==> src/rtl/tlbx_pkg.sv <==
package tlbx_pkg;
  typedef enum logic [1:0] {
    CMD_NONE   = 2'd0,
    CMD_WR_IDX = 2'd1,
    CMD_WR_RND = 2'd2,
    CMD_RD_IDX = 2'd3
  } tlbx_cmd_e;

  typedef enum logic [1:0] {
    SEL_HI  = 2'd0,
    SEL_LO  = 2'd1,
    SEL_IDX = 2'd2,
    SEL_NOP = 2'd3
  } tlbx_sel_e;

  // entry-data field positions (relative to bit 0)
  localparam int LO_REF_BIT = 0;
  localparam int LO_DRT_BIT = 1;
  localparam int LO_VLD_BIT = 2;
  localparam int LO_PPN_LSB = 3;
endpackage

==> src/rtl/tlbx_rand.sv <==
module tlbx_rand #(
  parameter int ENTRIES = 16,
  localparam int IW = (ENTRIES > 1) ? $clog2(ENTRIES) : 1
) (
  input  logic          clk,
  input  logic          rst,
  output logic [IW-1:0] rnd
);
  localparam logic [IW-1:0] TOP = IW'(ENTRIES - 1);

  always_ff @(posedge clk) begin
    if (rst)             rnd <= TOP;
    else if (rnd == '0)  rnd <= TOP;
    else                 rnd <= rnd - 1'b1;
  end

  p_rnd_wrap_r6: assert property (@(posedge clk) disable iff (rst)
    (rnd == '0) |=> (rnd == TOP));
  p_rnd_step_r6: assert property (@(posedge clk) disable iff (rst)
    (rnd != '0) |=> (rnd == $past(rnd) - 1'b1));
endmodule

==> src/rtl/tlbx_match.sv <==
module tlbx_match #(
  parameter int ENTRIES = 16,
  parameter int TAG_W   = 20,
  localparam int IW = (ENTRIES > 1) ? $clog2(ENTRIES) : 1
) (
  input  logic [ENTRIES-1:0]            vld,
  input  logic [ENTRIES-1:0][TAG_W-1:0] tags,
  input  logic [TAG_W-1:0]              key,
  output logic                          hit,
  output logic [IW-1:0]                 hit_idx
);
  logic [ENTRIES-1:0] eq;

  for (genvar g = 0; g < ENTRIES; g++) begin : g_cmp
    assign eq[g] = vld[g] && (tags[g] == key);
  end

  assign hit = |eq;

  // lowest-numbered matching slot wins
  always_comb begin
    hit_idx = '0;
    for (int i = ENTRIES - 1; i >= 0; i--) begin
      if (eq[i]) hit_idx = IW'(i);
    end
  end
endmodule

==> src/rtl/tlbx_xlate.sv <==
module tlbx_xlate
  import tlbx_pkg::*;
#(
  parameter int VA_W    = 32,
  parameter int PA_W    = 30,
  parameter int OFS_W   = 12,
  parameter int ENTRIES = 16,
  localparam int VPN_W  = VA_W - OFS_W,
  localparam int PPN_W  = PA_W - OFS_W,
  localparam int LO_W   = PPN_W + 3,
  localparam int IW     = (ENTRIES > 1) ? $clog2(ENTRIES) : 1
) (
  input  logic             clk,
  input  logic             rst,
  input  logic             acc_valid,
  input  logic             acc_write,
  input  logic [VA_W-1:0]  acc_vaddr,
  output logic             acc_hit,
  output logic             acc_miss,
  output logic             acc_mod_fault,
  output logic [PA_W-1:0]  acc_paddr,
  input  logic             reg_we,
  input  logic [1:0]       reg_sel,
  input  logic [LO_W-1:0]  reg_wdata,
  input  logic [1:0]       cmd,
  output logic [VPN_W-1:0] sw_hi,
  output logic [LO_W-1:0]  sw_lo,
  output logic [IW-1:0]    sw_idx,
  output logic [IW-1:0]    sw_rnd,
  output logic [VA_W-1:0]  sw_badva
);
  logic [ENTRIES-1:0]            ent_vld, ent_drt, ent_ref;
  logic [ENTRIES-1:0][VPN_W-1:0] ent_vpn;
  logic [ENTRIES-1:0][PPN_W-1:0] ent_ppn;

  logic             m_hit;
  logic [IW-1:0]    m_idx;
  logic [VPN_W-1:0] acc_vpn;
  logic [OFS_W-1:0] acc_ofs;
  logic [IW-1:0]    wr_slot;
  logic             wr_en;

  assign acc_vpn = acc_vaddr[VA_W-1:OFS_W];
  assign acc_ofs = acc_vaddr[OFS_W-1:0];

  tlbx_rand #(.ENTRIES(ENTRIES)) u_rand (
    .clk (clk),
    .rst (rst),
    .rnd (sw_rnd)
  );

  tlbx_match #(.ENTRIES(ENTRIES), .TAG_W(VPN_W)) u_match (
    .vld     (ent_vld),
    .tags    (ent_vpn),
    .key     (acc_vpn),
    .hit     (m_hit),
    .hit_idx (m_idx)
  );

  // same-cycle outcome of the access
  always_comb begin
    acc_miss      = acc_valid && !m_hit;
    acc_mod_fault = acc_valid && m_hit && acc_write && !ent_drt[m_idx];
    acc_hit       = acc_valid && m_hit && !(acc_write && !ent_drt[m_idx]);
    acc_paddr     = acc_hit ? {ent_ppn[m_idx], acc_ofs} : '0;
  end

  assign wr_en   = (cmd == CMD_WR_IDX) || (cmd == CMD_WR_RND);
  assign wr_slot = (cmd == CMD_WR_RND) ? sw_rnd : sw_idx;

  always_ff @(posedge clk) begin
    if (rst) begin
      ent_vld  <= '0;
      ent_drt  <= '0;
      ent_ref  <= '0;
      ent_vpn  <= '0;
      ent_ppn  <= '0;
      sw_hi    <= '0;
      sw_lo    <= '0;
      sw_idx   <= '0;
      sw_badva <= '0;
    end else begin
      if (acc_miss || acc_mod_fault) sw_badva <= acc_vaddr;
      if (acc_hit) ent_ref[m_idx] <= 1'b1;

      if (reg_we) begin
        case (reg_sel)
          SEL_HI:  sw_hi  <= reg_wdata[VPN_W-1:0];
          SEL_LO:  sw_lo  <= reg_wdata;
          SEL_IDX: sw_idx <= reg_wdata[IW-1:0];
          default: ;
        endcase
      end

      // a software write to the slot overrides a same-edge reference update
      if (wr_en) begin
        ent_vpn[wr_slot] <= sw_hi;
        ent_ppn[wr_slot] <= sw_lo[LO_W-1:LO_PPN_LSB];
        ent_vld[wr_slot] <= sw_lo[LO_VLD_BIT];
        ent_drt[wr_slot] <= sw_lo[LO_DRT_BIT];
        ent_ref[wr_slot] <= sw_lo[LO_REF_BIT];
      end

      if (cmd == CMD_RD_IDX) begin
        sw_hi <= ent_vpn[sw_idx];
        sw_lo <= {ent_ppn[sw_idx], ent_vld[sw_idx], ent_drt[sw_idx], ent_ref[sw_idx]};
      end
    end
  end

  p_quiet_r3: assert property (@(posedge clk) disable iff (rst)
    !acc_valid |-> (!acc_hit && !acc_miss && !acc_mod_fault && acc_paddr == '0));
  p_one_outcome_r3: assert property (@(posedge clk) disable iff (rst)
    acc_valid |-> $onehot({acc_hit, acc_miss, acc_mod_fault}));
  p_badva_cap_r4: assert property (@(posedge clk) disable iff (rst)
    (acc_miss || acc_mod_fault) |=> (sw_badva == $past(acc_vaddr)));
  p_badva_hold_r4: assert property (@(posedge clk) disable iff (rst)
    !(acc_miss || acc_mod_fault) |=> $stable(sw_badva));
  p_fault_store_r9: assert property (@(posedge clk) disable iff (rst)
    acc_mod_fault |-> (acc_write && acc_paddr == '0));
  p_idx_hold_r12: assert property (@(posedge clk) disable iff (rst)
    !(reg_we && reg_sel == SEL_IDX) |=> $stable(sw_idx));
  p_ofs_pass_r2: assert property (@(posedge clk) disable iff (rst)
    acc_hit |-> (acc_paddr[OFS_W-1:0] == acc_vaddr[OFS_W-1:0]));
endmodule

==> config.mk <==
export PLATFORM = sky130hd
export DESIGN_NAME = tlbx_xlate
export DESIGN_NICKNAME = d
export VERILOG_FILES = /design/src/rtl/tlbx_pkg.sv /design/src/rtl/tlbx_rand.sv /design/src/rtl/tlbx_match.sv /design/src/rtl/tlbx_xlate.sv
export SDC_FILE = /design/constraint.sdc
export NUM_CORES = 2
export LEC_CHECK = 0
export BUFFER_PORTS_ARGS = -buffer_cell sky130_fd_sc_hd__buf_2
export CAP_MARGIN = 20
export CORE_MARGIN = 2
export CORE_UTILIZATION = 45
export CTS_CLUSTER_DIAMETER = 30
export CTS_CLUSTER_SIZE = 28
export DETAILED_ROUTE_END_ITERATION = 8
export GPL_ROUTABILITY_DRIVEN = 0
export PLACE_DENSITY = 0.71
export SYNTH_ARGS = -nofsm -noshare
export SYNTH_HDL_FRONTEND = slang
export SYNTH_SLANG_ARGS = --single-unit
==> constraint.sdc <==
create_clock -name clk -period 7 [get_ports clk]
set_input_delay 0.35 -clock clk [delete_from_list [all_inputs] [get_ports clk]]
set_output_delay 0.35 -clock clk [all_outputs]
set_load 0.02 [all_outputs]
# Word-level counts from Yosys, hierarchy flattened
# Index checks and enable logic that the tools add are counted.
word_totals:
  regBits: 737
  latch_bits: 0
  ramBits: 0
  rom_bits: 0
  in_bits: 62
  out_inout_bits: 114
  wordCells: 161
  mem_count: 0
op_classes:
  add_sub_neg: 1
  multipliers: 0
  div: 0
  magnitude_cmp: 5
  n_eq_ne: 21
  n_shift: 0
  muxes: 54
  bitwise_logic: 1
  n_reduce_logical: 39
ops:
  columns: ["operator", "n"]
  rows:
  - ["320-bit bitwise mux", 1]
  - ["20-bit equality test", 16]
  - ["288-bit bitwise mux", 1]
  - ["18-bit binary-select mux with 4-bit select", 2]
  - ["20-bit two-way mux", 5]
  - ["20-bit binary-select mux with 4-bit select", 1]
  - ["20-bit demux with 4-bit select", 1]
  - ["18-bit demux with 4-bit select", 1]
  - ["4-bit two-way mux", 17]
  - ["21-bit two-way mux", 3]
  - ["18-bit two-way mux", 3]
  - ["16-bit bitwise mux", 3]
  - ["16-bit two-way mux", 3]
  - ["30-bit two-way mux", 1]
  - ["1-bit logical AND", 24]
  - ["1-bit binary-select mux with 4-bit select", 4]
  - ["16-bit OR", 1]
  - ["16-bit OR reduction", 1]
  - ["4-bit by 5-bit less-than comparator with 1-bit output, second input constant", 3]
  - ["1-bit demux with 4-bit select", 2]
  - ["4-bit by 1-bit >= comparator with 1-bit output, second input constant", 2]
  - ["2-bit equality test, second input constant", 3]
  - ["1-bit two-way mux", 6]
  - ["2-bit AND reduction", 3]
  - ["8 further kinds", 14]

# Depth between registers and ports, before layout
depth:
  depth_word: 28
  depth_mapped: 17
  depth_no_buf: 12

# By module
# Synthesis repeated with hierarchy kept, for this count alone.
unflattened:
  hier_cells: 4335
  area_unflattened_um2: 37802.5
modules_own_cells:
  columns: ["mod", "instances", "cells_per_inst", "area_each_um2", "seq_area_each_um2"]
  rows:
  - ["tlbx_xlate", 1, 3807, 33671.0, 14674.1]
  - ["tlbx_match", 1, 510, 3957.5, 0.0]
  - ["tlbx_rand", 1, 18, 173.9, 80.1]

# Least setup slack after synthesis
# Ideal clock, no wire load.
synth_timing:
  path_type: "input to output"
  from: "in acc_vaddr[29]"
  to: "out acc_paddr[12]"
  t_arrival_ns: 3.745
  t_required_ns: 6.650
  path_slack_ns: 2.905
  path_stages: 15
  path_buffers: 3
  path_cell_list: "buf_2 -> xor2_1 -> or4_1 -> nor4_2 -> and4_1 -> o211a_1 -> nor2_1 -> o31a_1 -> buf_6 -> mux2i_1 -> or4_4 -> nand4_4 -> nand3_2 -> buf_2 -> nor3_1"
synth_between:
  elab_chain_cells: 25
  word_cells_on_any_way: 59
  cone_classes: "16 x eq/ne; 21 x mux; 22 x reduce/logical"
synth_lines:
  columns: ["item", "line_no", "text"]
  rows:
  - ["from (decl)", "tlbx_xlate.sv:17", "input logic [VA_W-1:0] acc_vaddr,"]
  - ["20-bit equality test", "tlbx_match.sv:15", "assign eq[g] = vld[g] && (tags[g] == key);"]
  - ["1-bit logical AND", "tlbx_match.sv:15", null]
  - ["4-bit two-way mux (16 in series)", "tlbx_match.sv:24", "if (eq[i]) hit_idx = IW'(i);"]
  - ["1-bit binary-select mux with 4-bit select", "tlbx_xlate.sv:64", "acc_hit = acc_valid && m_hit && !(acc_write && !ent_drt[m_idx]);"]
  - ["1-bit two-way mux (implied by the code)", "tlbx_xlate.sv:64", null]
  - ["1-bit logical NOT", "tlbx_xlate.sv:64", null]
  - ["1-bit logical AND", "tlbx_xlate.sv:64", null]
  - ["1-bit logical NOT", "tlbx_xlate.sv:64", null]
  - ["1-bit logical AND", "tlbx_xlate.sv:64", null]
  - ["30-bit two-way mux (*)", "tlbx_xlate.sv:65", "acc_paddr = acc_hit ? {ent_ppn[m_idx], acc_ofs} : '0;"]
  - ["to (decl)", "tlbx_xlate.sv:21", "output logic [PA_W-1:0] acc_paddr,"]
# Every way passes the cells marked *; elsewhere a longest branch is shown, timed or not. The select of a mux whose other input is x is not followed.

# Final worst setup path
layout_timing:
  from: "reg ent_vpn[300] (netlist bit)"
  to: "out acc_paddr[14]"
layout_between:
  elab_chain_cells: 25
  word_cells_on_any_way: 29
  cone_classes: "1 x eq/ne; 21 x mux; 7 x reduce/logical"
layout_lines:
  columns: ["item", "line_no", "text"]
  rows:
  - ["from (decl)", "tlbx_xlate.sv:33", "logic [ENTRIES-1:0][VPN_W-1:0] ent_vpn;"]
  - ["from (signal, indexed assignment)", "tlbx_xlate.sv:97", "ent_vpn[wr_slot] <= sw_hi;"]
  - ["20-bit equality test (*)", "tlbx_match.sv:15", null]
  - ["1-bit logical AND (*)", "tlbx_match.sv:15", null]
  - ["4-bit two-way mux (16 in series)", "tlbx_match.sv:24", null]
  - ["1-bit binary-select mux with 4-bit select", "tlbx_xlate.sv:64", null]
  - ["1-bit two-way mux (implied by the code)", "tlbx_xlate.sv:64", null]
  - ["1-bit logical NOT", "tlbx_xlate.sv:64", null]
  - ["1-bit logical AND", "tlbx_xlate.sv:64", null]
  - ["1-bit logical NOT", "tlbx_xlate.sv:64", null]
  - ["1-bit logical AND", "tlbx_xlate.sv:64", null]
  - ["30-bit two-way mux (*)", "tlbx_xlate.sv:65", null]
# Marked as above.

==> impl_metrics.ini <==
[clock_network]
clk_pin_slew_ns = 0.04
cts_sinks = 737
cts_resized = 0
cts_buffers = 158
tritoncts = done
htreeDepth = 4
postCtsSetupBuffers = 0
clock_latency_ns = 0.77
cts_root_buffer = clkbuf_16
clk_path_buf_depth = 3

[pwr]
internal-power_mw = 9.44
switching_share_pct = 25.5
p_clk_share_pct = 60.0
leakagePower_nw = 16.0
peakVddDrop_v = 0.000237
power_switching_mw = 3.22
finalPower_mw = 12.7
combPwrFrac_pct = 6.0
seqPwrFrac_pct = 34.0
powerDensity_nw_per_um2 = 271

[synthesis]
synth_compound_area_share_pct = 13.5
ys_seq_area_share_pct = 36.8
syn_area_um2 = 40100
async_flop_share_pct = 0
synth_ff_type = dfxtp_1
synth-edff-count = 0
yosys.area_share.simple_pct = 21.9
synth_top_family_by_area = simple AND/OR/NAND/NOR gates
yosys_warnings = 0
synth_xor_area_share_pct = 7.00
synth-seq-cells = 737
synth-adder-area-share_pct = 0.0935
syn_inst = 4917
synthMuxAreaShare_pct = 15.6
avgSynthCellArea_um2 = 8.16
syn_nets = 4982
synth_cell_types = 71

[placed_design]
hpwl_um = 101000
portBuffers = 175

[sta]
timing.final.crit_share_pct = 86.2
max_freq_mhz = 166
final_max_slew_viol_count = 0
slew_headroom_pct = 16.9
tightest_slew_ns = 1.24
setup_violations = 0
min_period_ns = 6.03
fin_setup_tns_ns = 0
hold_violations = 0
clock_skew_ns = 0.0631
rsz0062_at_grt = false

[worst_setup_path]
worstPathCellList = xor2_1 -> or4_1 -> nor4_2 -> and4_1 -> o211a_1 -> nor2_1 -> o31a_2 -> mux2i_1 -> or4_4 -> nand4_4 -> nand3_2 -> buf_12 -> nor3_1 -> buf_2
worstPathArrival_ns = 5.68
crit_fanout = 18
worstSetupEndpointType = output port
slowest_stage = nor3_1
cp_data_required_time_ns = 6.65
path_class = flip-flop to output port
critical_path.top_delay_family = simple AND/OR/NAND/NOR gates
path_buf_inv = 2
crit_path_max_incr_delay_ns = 0.67
start_kind = flip-flop

[route]
ant_nets = 0
detail_route.wl_per_cell_um = 27.0
routed.top_layer = met5
viasPerCell = 6.47
drc = 12
drt-initial-drc-count = 7006
route.vias.total = 39700
wl_um = 165000
drtPass1Iterations = 9
drt-met1-wl_um = 59500
dr_wl_met3_um = 28500
wl_met2_um = 64500

[floorplan]
io_pins = 176
die_h_um = 303
core_um2 = 88400
num_rows = 109
initial_utilization_pct = 45.4
die-area_um2 = 91600
chipWidth_um = 303

[cells_and_area]
drive_above_1_share_pct = 16.2
layout_common_cells = nand2_1 (1353), a21oi_1 (772), dfxtp_1 (733)
post-route-util_pct = 53.0
nNetsFinal = 4912
mostFrequentLayoutCell = nand2_1
area_delta_synth_final_pct = 16.6

[global_routing]
gr-total-overflow = 0
grt_use_total_pct = 35.2
antenna_found_initial = 10
grt_pass1_vias = 36900
grt_pass1_wl_um = 241000
grt_max_degree = 228

[status]
status = finished, violations left
violations = DRC

[min_path]
hold_class = input pin to flip-flop

[flow_run]
max_cap_violations = 0
==> power groups by stage <==
stage	Combinational (mW)	Sequential (mW)	Clock (mW)
floorplan	0.471	4.37	0
global route	0.772	4.31	7.84
CTS	0.719	4.30	7.60
detailed placement	0.712	4.38	0
global placement	0.709	4.38	0
finish	0.757	4.31	7.60
==> sequential cells by signal, indices dropped and copies added (netlist names) <==
name,flops
u_rand.rnd,4
ent_drt,16
sw_hi,20
ent_vld,16
sw_lo,21
ent_ref,16
sw_idx,4
ent_vpn,320
sw_badva,32
ent_ppn,288
==> cell families after synthesis <==
kind of cell / Yosys count
compound gates: 996
flops: 737
fa+ha+maj: 3
xor+xnor: 321
mux: 365
buf+inv: 499
simple gates: 1996
==> worst register-to-register path: cells and delay by family, from the launching register on <==
kind / cells / cell delay, ns
and+or+nand+nor: 5 / 1.83
AOI/OAI and AO/OA: 5 / 1.24
DFF: 1 / 0.44
muxes: 1 / 0.39
xor gates and xnor gates: 1 / 0.12
==> layer usage <==
layer  GRT usage, %  vias up
met5          0.828        -
met4           22.8       18
met3           14.9      771
met2           47.7     3500
met1           45.5    18500
li1               -    16900
==> path summary, 6_finish.rpt <==
path	from	endpoint	slack, ns	cells after the start
worst min-delay path	acc_vaddr[5]	sw_badva[5]	0.03	5
worst max register to register	ent_vpn[300]	sw_badva[1]	2.90	12
worst max-delay path	ent_vpn[300]	acc_paddr[14]	0.97	14
worst min register to register	u_rand.rnd[0]	u_rand.rnd[0]	0.45	1
==> final cells by class <==
cell class	count	area, µm²
Clock buffer	189	4250
Inverter	21	78.8
Sequential cell	737	14800
Multi-Input combinational cell	3681	23500
Antenna cell	2	5.00
Timing Repair Buffer	248	1520
Fill cell	7922	41600
Tap cell	1165	1460
Clock inverter	93	1230
==> synthesized netlist by cell type, drive strengths merged, types with 64 or more instances <==
cell / count / area [µm²]
mux4: 205 / 4620
nand4: 100 / 641
mux2i: 138 / 1380
xnor2: 226 / 1980
dfxtp: 737 / 14800
clkbuf: 383 / 1440
a21oi: 774 / 3880
nand2: 1367 / 5140
xor2: 95 / 832
buf: 95 / 581
o21ai: 64 / 320
nor2: 172 / 646
==> per-stage QoR <==
stage	hold slack [ns]	cell area [µm²]	cells	setup WS [ns]
after floorplan	0.442	40100	4917	2.90
after global placement	0.415	41200	5845	1.06
after detailed placement	0.417	41200	5845	0.985
after CTS	0.00809	46800	6133	0.669
after global routing	0.0470	46800	6134	0.846
final	0.0312	46800	6136	0.969
==> timing repair <==
| action | in CTS | in global routing |
|---|---|---|
| hold endpoints to repair | 8 | 0 |
| hold buffers | 6 | 0 |
| endpoints found under the setup margin | 0 | 0 |
No activity file was read; power rests on OpenSTA's default activity.
